### config.mk
export PLATFORM = sky130hd
export DESIGN_NAME = keyed_watchdog
export DESIGN_NICKNAME = d
export VERILOG_FILES = /design/src/rtl/kwd_pkg.sv /design/src/rtl/kwd_lock.sv /design/src/rtl/kwd_core.sv /design/src/rtl/kwd_regfile.sv /design/src/rtl/keyed_watchdog.sv
export SDC_FILE = /design/constraint.sdc
export NUM_CORES = 1
export LEC_CHECK = 0
export ABC_AREA = 1
export BUFFER_PORTS_ARGS = -buffer_cell sky130_fd_sc_hd__buf_4
export CORE_MARGIN = 2
export CORE_UTILIZATION = 50
export DETAILED_ROUTE_END_ITERATION = 7
export HOLD_SLACK_MARGIN = 0.08
export PLACE_DENSITY = 0.72
export SLEW_MARGIN = 10
export SYNTH_ARGS = -nofsm -noshare
export SYNTH_HDL_FRONTEND = slang
export SYNTH_SLANG_ARGS = --single-unit
### constraint.sdc
create_clock -name clk -period 1.9 [get_ports clk]
set_input_delay 0.285 -clock clk [delete_from_list [all_inputs] [get_ports clk]]
set_output_delay 0.285 -clock clk [all_outputs]
set_load 0.005 [all_outputs]
### src/rtl/kwd_pkg.sv
`timescale 1ns/1ps
package kwd_pkg;

    localparam int ADDR_W = 12;

    localparam logic [ADDR_W-1:0] OFS_LOAD   = 12'h000;
    localparam logic [ADDR_W-1:0] OFS_VALUE  = 12'h004;
    localparam logic [ADDR_W-1:0] OFS_CTRL   = 12'h008;
    localparam logic [ADDR_W-1:0] OFS_CLEAR  = 12'h00C;
    localparam logic [ADDR_W-1:0] OFS_RAW    = 12'h010;
    localparam logic [ADDR_W-1:0] OFS_MASKED = 12'h014;
    localparam logic [ADDR_W-1:0] OFS_LOCK   = 12'hC00;

    localparam int CTL_RUN_BIT = 0;
    localparam int CTL_RST_BIT = 1;

    typedef enum logic [1:0] {
        WD_QUIET   = 2'd0,
        WD_PENDING = 2'd1,
        WD_TRIPPED = 2'd2
    } wd_state_e;

endpackage

### src/rtl/kwd_lock.sv
`timescale 1ns/1ps
module kwd_lock #(
    parameter int                DATA_W = 32,
    parameter logic [DATA_W-1:0] KEY    = 32'h1ACCE551
) (
    input  logic              clk,
    input  logic              rst_n,
    input  logic              lock_wr,
    input  logic [DATA_W-1:0] wdata,
    output logic              locked
);

    // Comes out of reset guarded; only the exact key opens it.
    always_ff @(posedge clk or negedge rst_n) begin
        if (!rst_n) begin
            locked <= 1'b1;
        end else if (lock_wr) begin
            locked <= (wdata != KEY);
        end
    end

endmodule

### src/rtl/kwd_core.sv
`timescale 1ns/1ps
module kwd_core
    import kwd_pkg::*;
#(
    parameter int                DATA_W    = 32,
    parameter logic [DATA_W-1:0] LOAD_INIT = '1
) (
    input  logic              clk,
    input  logic              rst_n,
    input  logic              tick,
    input  logic              run_en,
    input  logic              rst_en,
    input  logic              reload_req,
    input  logic [DATA_W-1:0] reload_val,
    input  logic [DATA_W-1:0] load_val,
    input  logic              clr_req,
    output logic [DATA_W-1:0] count,
    output logic              raw_irq,
    output logic              trip
);

    wd_state_e         state_q, state_d;
    logic [DATA_W-1:0] count_q;
    logic              active;
    logic              expire;

    assign active = run_en && (state_q != WD_TRIPPED);
    // A software reload on the same edge wins over the expiry.
    assign expire = active && tick && (count_q == '0) && !reload_req;

    // State register
    always_ff @(posedge clk or negedge rst_n) begin
        if (!rst_n) begin
            state_q <= WD_QUIET;
        end else begin
            state_q <= state_d;
        end
    end

    // Transitions: ARM_IRQ, ACK, REARM, FIRE, STICK
    always_comb begin
        state_d = state_q;
        unique case (state_q)
            WD_QUIET: begin
                if (expire) state_d = WD_PENDING;
            end
            WD_PENDING: begin
                if (clr_req)               state_d = WD_QUIET;
                else if (expire && rst_en) state_d = WD_TRIPPED;
            end
            WD_TRIPPED: state_d = WD_TRIPPED;
            default:    state_d = WD_QUIET;
        endcase
    end

    // Outputs decoded from the state
    always_comb begin
        raw_irq = (state_q != WD_QUIET);
        trip    = (state_q == WD_TRIPPED);
    end

    // Down-counter
    always_ff @(posedge clk or negedge rst_n) begin
        if (!rst_n) begin
            count_q <= LOAD_INIT;
        end else if (reload_req) begin
            count_q <= reload_val;
        end else if (expire) begin
            if ((state_q == WD_PENDING) && rst_en) count_q <= '0;
            else                                   count_q <= load_val;
        end else if (active && tick) begin
            count_q <= count_q - 1'b1;
        end
    end

    assign count = count_q;

endmodule

### src/rtl/kwd_regfile.sv
`timescale 1ns/1ps
module kwd_regfile
    import kwd_pkg::*;
#(
    parameter int                DATA_W    = 32,
    parameter logic [DATA_W-1:0] LOAD_INIT = '1
) (
    input  logic              clk,
    input  logic              rst_n,
    input  logic              wr_ok,
    input  logic [ADDR_W-1:0] addr,
    input  logic [DATA_W-1:0] wdata,
    input  logic [DATA_W-1:0] count,
    input  logic              raw_irq,
    input  logic              locked,
    output logic [DATA_W-1:0] load_q,
    output logic              run_en,
    output logic              rst_en,
    output logic              ld_wr,
    output logic              ctl_wr,
    output logic              clr_wr,
    output logic [DATA_W-1:0] rdata
);

    localparam int PAD_CTL = DATA_W - 2;
    localparam int PAD_BIT = DATA_W - 1;

    assign ld_wr  = wr_ok && (addr == OFS_LOAD);
    assign ctl_wr = wr_ok && (addr == OFS_CTRL);
    assign clr_wr = wr_ok && (addr == OFS_CLEAR);

    always_ff @(posedge clk or negedge rst_n) begin
        if (!rst_n) begin
            load_q <= LOAD_INIT;
            run_en <= 1'b0;
            rst_en <= 1'b0;
        end else begin
            if (ld_wr) load_q <= wdata;
            if (ctl_wr) begin
                run_en <= wdata[CTL_RUN_BIT];
                rst_en <= wdata[CTL_RST_BIT];
            end
        end
    end

    always_comb begin
        rdata = '0;
        case (addr)
            OFS_LOAD:   rdata = load_q;
            OFS_VALUE:  rdata = count;
            OFS_CTRL:   rdata = {{PAD_CTL{1'b0}}, rst_en, run_en};
            OFS_RAW:    rdata = {{PAD_BIT{1'b0}}, raw_irq};
            OFS_MASKED: rdata = {{PAD_BIT{1'b0}}, raw_irq & run_en};
            OFS_LOCK:   rdata = {{PAD_BIT{1'b0}}, locked};
            default:    rdata = '0;
        endcase
    end

endmodule

### src/rtl/keyed_watchdog.sv
`timescale 1ns/1ps
module keyed_watchdog #(
    parameter int                DATA_W     = 32,
    parameter logic [DATA_W-1:0] UNLOCK_KEY = 32'h1ACCE551,
    parameter logic [DATA_W-1:0] LOAD_INIT  = '1
) (
    input  logic                      clk,
    input  logic                      rst_n,
    input  logic                      tick_en,
    input  logic [kwd_pkg::ADDR_W-1:0] bus_addr,
    input  logic                      bus_we,
    input  logic [DATA_W-1:0]         bus_wdata,
    output logic [DATA_W-1:0]         bus_rdata,
    output logic                      irq_o,
    output logic                      rst_req_o
);

    logic              locked_q;
    logic              lock_wr;
    logic              wr_ok;
    logic              ld_wr, ctl_wr, clr_wr;
    logic [DATA_W-1:0] load_q;
    logic              run_en, rst_en;
    logic [DATA_W-1:0] count_q;
    logic              raw_irq, trip;
    logic              reload_req;
    logic [DATA_W-1:0] reload_val;

    assign lock_wr = bus_we && (bus_addr == kwd_pkg::OFS_LOCK);
    assign wr_ok   = bus_we && !locked_q;

    kwd_lock #(.DATA_W(DATA_W), .KEY(UNLOCK_KEY)) u_lock (
        .clk    (clk),
        .rst_n  (rst_n),
        .lock_wr(lock_wr),
        .wdata  (bus_wdata),
        .locked (locked_q)
    );

    kwd_regfile #(.DATA_W(DATA_W), .LOAD_INIT(LOAD_INIT)) u_regs (
        .clk    (clk),
        .rst_n  (rst_n),
        .wr_ok  (wr_ok),
        .addr   (bus_addr),
        .wdata  (bus_wdata),
        .count  (count_q),
        .raw_irq(raw_irq),
        .locked (locked_q),
        .load_q (load_q),
        .run_en (run_en),
        .rst_en (rst_en),
        .ld_wr  (ld_wr),
        .ctl_wr (ctl_wr),
        .clr_wr (clr_wr),
        .rdata  (bus_rdata)
    );

    // Reload sources: new load value, acknowledge, or a run-bit write.
    assign reload_req = ld_wr || clr_wr || (ctl_wr && bus_wdata[kwd_pkg::CTL_RUN_BIT]);
    assign reload_val = ld_wr ? bus_wdata : load_q;

    kwd_core #(.DATA_W(DATA_W), .LOAD_INIT(LOAD_INIT)) u_core (
        .clk       (clk),
        .rst_n     (rst_n),
        .tick      (tick_en),
        .run_en    (run_en),
        .rst_en    (rst_en),
        .reload_req(reload_req),
        .reload_val(reload_val),
        .load_val  (load_q),
        .clr_req   (clr_wr),
        .count     (count_q),
        .raw_irq   (raw_irq),
        .trip      (trip)
    );

    assign irq_o     = raw_irq && run_en;
    assign rst_req_o = trip;

endmodule

After elaboration in Yosys (flattened, before gate mapping)
Index checks and enable logic that the tools add are counted.
Word-level totals
  register bits: 69
  bits of input ports: 48
  output and inout bits: 34
Operators by class
  equality and inequality tests: 12
  bitwise gates (word level): 1
  $add $sub $neg: 1
  reduce and logical (&&, ||, !) cells: 23
  mux-type cells: 10
Operator list (count)
  $pmux W32 S6: 1
  $mux W32: 5
  $logic_not A32 Y1: 1
  $ne A32 B29 Y1 const B: 1
  $sub A32 B1 Y32 const B: 1
  $eq A12 B4 Y1 const B: 2
  $eq A12 B5 Y1 const B: 2
  $logic_and A1 B1 Y1: 13
  $eq A12 B12 Y1 const B: 1
  $eq A12 B3 Y1 const B: 1
  $logic_not A12 Y1: 1
  $mux W2: 3
  $pmux W2 S3: 1
  $ne A3 B2 Y1 const B: 1
  $reduce_bool A3 Y1: 1
  $eq A2 B1 Y1 const B: 1
  $eq A2 B2 Y1 const B: 1
  $logic_not A1 Y1: 2
  $logic_not A2 Y1: 1
  $logic_or A1 B1 Y1: 2
  $ne A2 B1 Y1 const B: 1
  $ne A2 B2 Y1 const B: 1
  $reduce_and A2 Y1: 1
  $reduce_bool A2 Y1: 1
  $and A1 B1 Y1: 1

Logic depth before layout (Yosys ltp)
Gate-level depths: netlist (run 1).
  depth after elaboration: 11
  depth in mapped cells: 12

Hierarchy
A second synthesis (run 1) with hierarchy kept.
Second synthesis, totals
  cell total of the unflattened synthesis: 960
  area, all modules: 5894.4 um2
Modules (own cells, without submodules)
  kwd_core: times used 1, seq. area each 890.9 um2, area an instance 3064.2 um2, cells each 526
  kwd_regfile: times used 1, seq. area each 890.9 um2, area an instance 2078.2 um2, cells each 260
  keyed_watchdog: times used 1, seq. area each 0.0 um2, area an instance 530.5 um2, cells each 121
  kwd_lock: times used 1, seq. area each 26.3 um2, area an instance 221.5 um2, cells each 53

Worst setup path before layout (run 1)
Ideal clock, no wire load.
  path kind: register to register
  start: register u_core.count_q[0], in the netlist u_core.count[0]
  end: register u_core.count_q[26], in the netlist u_core.count[26]
  stages on the path, launching flop included: 11
  required time: 1.824 ns
  setup slack: 0.232 ns
  arrival time: 1.592 ns
  setup time: 0.076 ns
  cells stage by stage: dfstp_2 -> inv_1 -> ha_1 -> nand2_2 -> nor2_8 -> nand3_4 -> nor2_4 -> buf_6 -> o21ai_0 -> nand3_1 -> nand2_1
On the way
  cells in the longest elaborated chain, start to end: 5
  elaborated cells between the ends (all ways): 8
  those cells by class: 1 x add/sub; 3 x mux; 4 x reduce/logical
RTL lines
  start: declaration: RTL line kwd_core.sv:23  | logic [DATA_W-1:0] count_q;
  start signal: assignment: RTL line kwd_core.sv:67  | count_q <= reload_val;
  start signal: assignment: RTL line kwd_core.sv:70  | else count_q <= load_val;
  start signal: assignment: RTL line kwd_core.sv:72  | count_q <= count_q - 1'b1;
  branches (longest 5 deep; another with $sub A32 B1 Y32)
Several ways; the timed one is not identified. The select of a mux whose other input is x is not followed.
A chain may end at the register's enable or synchronous reset.

Worst setup path after layout (run 1)
  start: input port bus_addr[1] in the netlist's numbering
  end: output port bus_rdata[13]
On the way
  cells in the longest elaborated chain, start to end: 2
  elaborated cells between the ends (all ways): 7
  those cells by class: 5 x eq/ne; 1 x mux; 1 x reduce/logical
RTL lines
  start: declaration: RTL line keyed_watchdog.sv:10  | input logic [kwd_pkg::ADDR_W-1:0] bus_addr,
  $eq A12 B12 Y1 (tied with other cells): RTL line kwd_regfile.sv:48  | case (addr)
  $pmux W32 S6 *: RTL line kwd_regfile.sv:48
  end: declaration: RTL line keyed_watchdog.sv:13  | output logic [DATA_W-1:0] bus_rdata,
Mark *: on every way between the ends. The rest lies on a longest branch, timed or not.

==> flow_summary_export.csv, run 1 <==
group,metric,value,unit
clocking,insertion_delay,0.37,ns
pwr,ir_drop,0.374,mV
cells_and_area,seq_area,1810,um2
setup_path,crit_slowest_cell,"buf_4",
cells_and_area,fillers,961,
clocking,h-tree-depth,3,
logic_synthesis,synth_nets,888,
drt,vias_per_cell,5.34,
cells_and_area,syn2layout_area_growth,25.5,%
hold_path,hold_path.startpoint,"bus_wdata[17]",
global_routing,grt_pass1_wl,28900,um
sta,worstMarginPinSlew,0.432,ns
cells_and_area,diodes,0,
logic_synthesis,synth-async-reset-ratio,100,%
setup_path,path_cells,"buf_4, nor2_2, nand2_1, nor2_4, nand2_1, buf_4, o21ai_0, buf_4",
drt,wl_per_cell,16.5,um
place,place_inst,1075,
logic_synthesis,synth.top_cells.by_count,"314 x nand2_1, 111 x inv_1, 88 x nor2_1",
die,die_w,107,um
cells_and_area,nets,1007,
clocking,clock_sinks,69,
clocking,clk_pin_slew,0.08,ns
logic_synthesis,yosysTopAreaCell,"dfstp_2",
logic_synthesis,synthSimpleGateAreaFrac,43.2,%
sta,setup_viol,0,
logic_synthesis,synth_top_family_by_area,"simple AND/OR/NAND/NOR gates",
logic_synthesis,ys_warn_count,0,
die,rows,37,
logic_synthesis,yosysTopAreaCellShare,32.2,%
logic_synthesis,synth.most_common_cell,"nand2_1",
clocking,root_buffer,"clkbuf_8",
drt,ant_nets,0,
sta,period_share,97.1,%
place,gp_congestion,0.990,
sta,drv_slew,0,
drt,drt-pass1-iter-count,5,
cells_and_area,multi_input_area,2970,um2
cells_and_area,drive_above_1_share,26.8,%
clocking,cts_tree,"yes",
pwr,powerDensity,670,nW/um2
die,fp.dieH,107,um
logic_synthesis,synthDistinctLibCells,32,
setup_path,rr_startpoint,"u_core.count[0]",
global_routing,grt_pass1_vias,5583,
global_routing,grt.total_usage,32.9,%
cells_and_area,fin_cells,1098,
pwr,total_power,4.46,mW
die,initial_core_util,51.3,%
setup_path,end_kind,"output port",
place,port_buffers,81,
sta,rsz0062_at_grt,"yes",
sta,final_hold_viol_count,0,
drt,vias,5859,
logic_synthesis,avgSynthCellArea,6.32,um2
logic_synthesis,ys_seq_area_share,34.1,%
setup_path,cp-start-kind,"input pin",
run_status,status,"finished, final reports clean",
setup_path,critPathMaxStageDelay,0.22,ns
logic_synthesis,synthMuxAreaShare,0,%
logic_synthesis,ys.flop_type,"dfstp_2",
logic_synthesis,synthesis.area,5300,um2
logic_synthesis,synthCells,839,
setup_path,setup.worst_path.class,"in2out",
setup_path,cp-startpoint,"bus_addr[1]",
setup_path,critPathRequiredTime,1.62,ns
drt,drc_errors,0,
sta,slew_headroom,71.2,%
pwr,p_leak,3.47,nW
global_routing,grt_max_degree,43,
logic_synthesis,ys_top_cells_by_area,"dfstp_2 32%, nand2_1 22%, inv_1 7.9%, nand3_1 7.6%, nor2_1 6.2%",
logic_synthesis,synth_edf_count,0,
logic_synthesis,synth_xor_area_share,3.31,%
drt,wirelength,18200,um
logic_synthesis,ys_ff_latch,69,
hold_path,hold_class,"in2reg",
die,die-area,11400,um2
place,post-dp-hpwl,13900,um
clocking,cts_buffer_depth,2,
drt,drtIter0Drc,537,
setup_path,critPathArrivalTime,1.56,ns
sta,fin_setup_tns,0,ns
setup_path,path_common_cell,"buf_4",
setup_path,cp_max_fo,14,
sta,fin_worst_skew,0.0125,ns
logic_synthesis,synthAdderAreaFrac,0.236,%
job,maxCapViolCount,0,
clocking,cts_buffers,9,
sta,fin_crit,1.84,ns
logic_synthesis,synth-compound-area-share,8.07,%
global_routing,grt_overflow,0,
die,fp.coreArea,10300,um2
global_routing,antenna_found_initial,0,
die,ios,82,
sta,timing.hold.ws,0.153,ns
sta,max_freq,542,MHz
[cell type report]
type | count | share of cell area (%)
Multi-Input combinational cell | 631 | 44.7
Sequential cell | 69 | 27.2
Timing Repair Buffer | 133 | 16.5
Inverter | 114 | 6.43
Clock buffer | 14 | 2.60
Tap cell | 136 | 2.56
Clock inverter | 1 | 0.0752
[final timing paths]
path                       cells past startpoint                 to  slack, ns
setup / recovery                               8      bus_rdata[13]       0.06
hold / removal                                 3  u_regs.load_q[17]       0.15
setup reg to reg                              11   u_core.count[15]       0.10
hold reg to reg                                2  u_regs.load_q[24]       0.49
max in group asynchronous                      3  u_regs.load_q[16]       0.85
min in group asynchronous                      2      u_regs.rst_en       0.40
[logic make-up after synthesis]
logic type	after synthesis
fa+ha+maj	1
flops	69
compound gates	74
xor+xnor	20
buf+inv	139
simple gates	536
[worst max-delay path, delay by kind of cell]
| kind | cells | cell delay [ns] |
|---|---|---|
| AO/OA/AOI/OAI | 1 | 0.22 |
| buffers and inverters | 3 | 0.48 |
| AND/OR/NAND/NOR | 4 | 0.56 |
[cells in the final DEF, fill, tap and decap left out, types with 2 or more instances in the layout]
cell        n
nor2_4      8
nand4_1     8
a32o_1      3
nor3_1     11
xor2_1     20
buf_12      7
o21ai_1    27
nand2_1   313
nor4_1      6
nand2_4     2
nand3_2     3
inv_1     110
clkbuf_1    2
inv_2       4
a21oi_1     2
dfrtp_1     4
dfstp_2    65
nor2_1     82
o22ai_1     8
clkbuf_8   12
nand3_4     2
buf_4     123
nor2_2     13
buf_6       2
nand2_2     6
o21ai_0    25
nand3_1    79
o21ai_2     7
[stage by stage]
stage | instance area [um2] | worst slack, ns | utilization [%]
finish | 6650 | 0.0559 | 64.4
global placement | 6340 | -0.00769 | 61.4
floorplan | 5300 | 0.232 | -
CTS | 6540 | 0.0110 | 63.4
detailed placement | 6340 | -0.0453 | 61.4
global route | 6650 | -0.0182 | 64.4
[metal layers]
layer | share of wire, % | global-route usage (%) | routed length (um)
met4 | 2.4 | 11.3 | 440
met2 | 45 | 51.4 | 8190
met3 | 7.7 | 5.29 | 1410
met5 | 0 | 0 | 0
met1 | 45 | 46.2 | 8140
[power breakdown]
group	switching [mW]	internal [mW]
clock	0.594	0.574
combinational	1.06	0.615
sequential	0.0623	1.55
[flip-flops by register name (all words and copies together) (netlist names)]
signal          cells
u_core.count       32
u_regs.load_q      32
u_core.state_q      2
u_lock.locked       1
u_regs.rst_en       1
u_regs.run_en       1
[repair_timing]
action / CTS / global route
buffers inserted: 2 / 5
cloned: 0 / 0
gates resized for setup: 1 / 23
endpoints found under the hold margin: 4 / 0
endpoints found under the setup margin: 2 / 59
hold buffers: 1 / 0
pin swaps: 1 / 3
No activity file was read; power rests on OpenSTA's default activity.
==> run 2, diff against run 1 <==
Settings changed: CORE_MARGIN 2 to 10.
==> flow_summary_export.csv, run 2 (synthesis results as in run 1) <==
group,metric,value,unit
pwr,p_sw,1.79,mW
cells_and_area,drive_above_1_share,27.2,%
sta,period_share,97.1,%
setup_path,critPathMaxStageDelay,0.22,ns
die,ios,82,
drt,drc_errors,0,
setup_path,end_kind,"output port",
place,place_worst_setup_slack,-0.0604,ns
clocking,clock_sinks,69,
drt,wirelength,19400,um
sta,drv_slew,0,
place,place_inst,1078,
sta,final_hold_viol_count,0,
drt,ant_nets,0,
pwr,pwr-share-clk,28.1,%
clocking,cts_tree,"yes",
global_routing,grt_pass1_vias,5800,
clocking,clk_pin_slew,0.09,ns
die,die-area,15100,um2
setup_path,setup.worst_path.class,"in2out",
pwr,intPower,2.83,mW
sta,max_freq,542,MHz
global_routing,grt_pass1_wl,30900,um
sta,worstMarginPinSlew,0.505,ns
die,die_w,123,um
setup_path,cp_max_fo,5,
place,port_buffers,81,
sta,postLayoutSetupSlackWorst,0.0557,ns
setup_path,critPathArrivalTime,1.56,ns
place,post-dp-hpwl,14900,um
cells_and_area,fin_cells,1100,
hold_path,hold_class,"in2reg",
pwr,power_frac_comb,36.9,%
pwr,switching_share,38.8,%
cells_and_area,mostFrequentLayoutCells,"312 x nand2_1, 124 x buf_4, 109 x inv_1",
pwr,powerDensity,691,nW/um2
run_status,status,"finished, final reports clean",
cells_and_area,syn2layout_area_growth,25.9,%
cells_and_area,diodes,0,
die,fp.coreArea,10300,um2
setup_path,critPathRequiredTime,1.62,ns
setup_path,crit_slowest_cell,"o21ai_1",
drt,drt-pass1-iter-count,5,
sta,slew_headroom,66.3,%
die,initial_core_util,51.3,%
global_routing,grt.total_usage,26.1,%
drt,wl_per_cell,17.6,um
cells_and_area,layout_commonest_cell,"nand2_1",
drt,vias,5947,
drt,drtIter0Drc,598,
drt,vias_per_cell,5.41,
sta,rsz0062_at_grt,"yes",
clocking,root_buffer,"clkbuf_8",
sta,setup_viol,0,
setup_path,path_cells,"buf_4, nor2_2, nand2_2, nor2_4, nand2_2, buf_4, o21ai_1, buf_4, buf_4",
global_routing,antenna_found_initial,0,
global_routing,grt_max_degree,38,
cells_and_area,nets,1008,
global_routing,grt_overflow,0,
clocking,cts_buffer_depth,2,
pwr,ir_drop,0.359,mV
sta,fin_worst_skew,0.0131,ns
pwr,pwr-share-seq,34.9,%
clocking,insertion_delay,0.38,ns
sta,fin_crit,1.84,ns
pwr,p_leak,3.48,nW
clocking,h-tree-depth,3,
setup_path,path_common_cell,"buf_4",
die,rows,37,
clocking,cts_buffers,9,
place,gp_congestion,0.998,
die,fp.dieH,123,um
setup_path,cp-start-kind,"input pin",
job,maxCapViolCount,0,
[run 2: final cells by class]
cell class | count | area (um2)
fill | 956 | 3650
clock buffer | 11 | 141
multi-input combinational | 631 | 2960
sequential | 69 | 1810
tap | 136 | 170
clock inverter | 5 | 60.1
timing repair buffer | 134 | 1100
inverter | 114 | 428
[run 2: final timing paths]
| path | startpoint | end | slack (ns) | depth (start not counted) |
|---|---|---|---|---|
| setup / recovery | bus_addr[7] | bus_rdata[30] | 0.06 | 9 |
| hold / removal | bus_wdata[17] | u_regs.load_q[17] | 0.13 | 3 |
| setup reg to reg | u_core.count[1] | u_core.state_q[0] | 0.10 | 9 |
| hold reg to reg | u_regs.load_q[24] | u_regs.load_q[24] | 0.50 | 2 |
| max in group asynchronous | rst_n | u_core.count[15] | 0.85 | 3 |
| min in group asynchronous | rst_n | u_regs.rst_en | 0.41 | 2 |
[run 2: timing repair]
action | 4_1_cts | 5_1_grt
resized for setup | 3 | 21
hold buffers | 1 | 0
gates cloned | 0 | 0
setup buffers | 0 | 5
pin swaps | 0 | 4
setup endpoints to repair | 2 | 52
hold endpoints to repair | 4 | 0
[run 2: stage by stage]
| stage | cell area (um2) | TNS [ns] | util [%] | power (mW) | hold slack [ns] |
|---|---|---|---|---|---|
| floorplan | 5300 | 0 | - | 2.69 | -0.0106 |
| global placement | 6350 | -0.0489 | 61.5 | 3.27 | 0.269 |
| detailed placement | 6350 | -0.0716 | 61.5 | 3.29 | 0.280 |
| CTS | 6570 | -0.0119 | 63.6 | 4.58 | 0.121 |
| global route | 6670 | -0.0445 | 64.6 | 4.90 | 0.150 |
| finish | 6670 | 0 | 64.6 | 4.61 | 0.132 |
[run 2: power by group through the flow]
stage,registers [mW],logic [mW],clock network [mW]
after floorplan,1.61,1.08,0
after CTS,1.61,1.67,1.30
after global placement,1.63,1.64,0
after global routing,1.62,1.92,1.36
final,1.61,1.70,1.30
after detailed placement,1.63,1.66,0
[run 2: per-layer routing]
metal	global-route usage, %	wire (um)	vias up	share of wire (%)
li1	-	-	2868	-
met1	35.4	8610	2797	44
met2	40.4	8800	247	45
met3	4.92	1530	35	7.9
met4	10.2	445	0	2.3
met5	0	0	-	0
[run 2: worst max-delay path, delay by kind of cell]
kind / cells / cell delay [ns]
compound gates: 1 / 0.22
buf+inv: 4 / 0.52
simple gates: 4 / 0.54
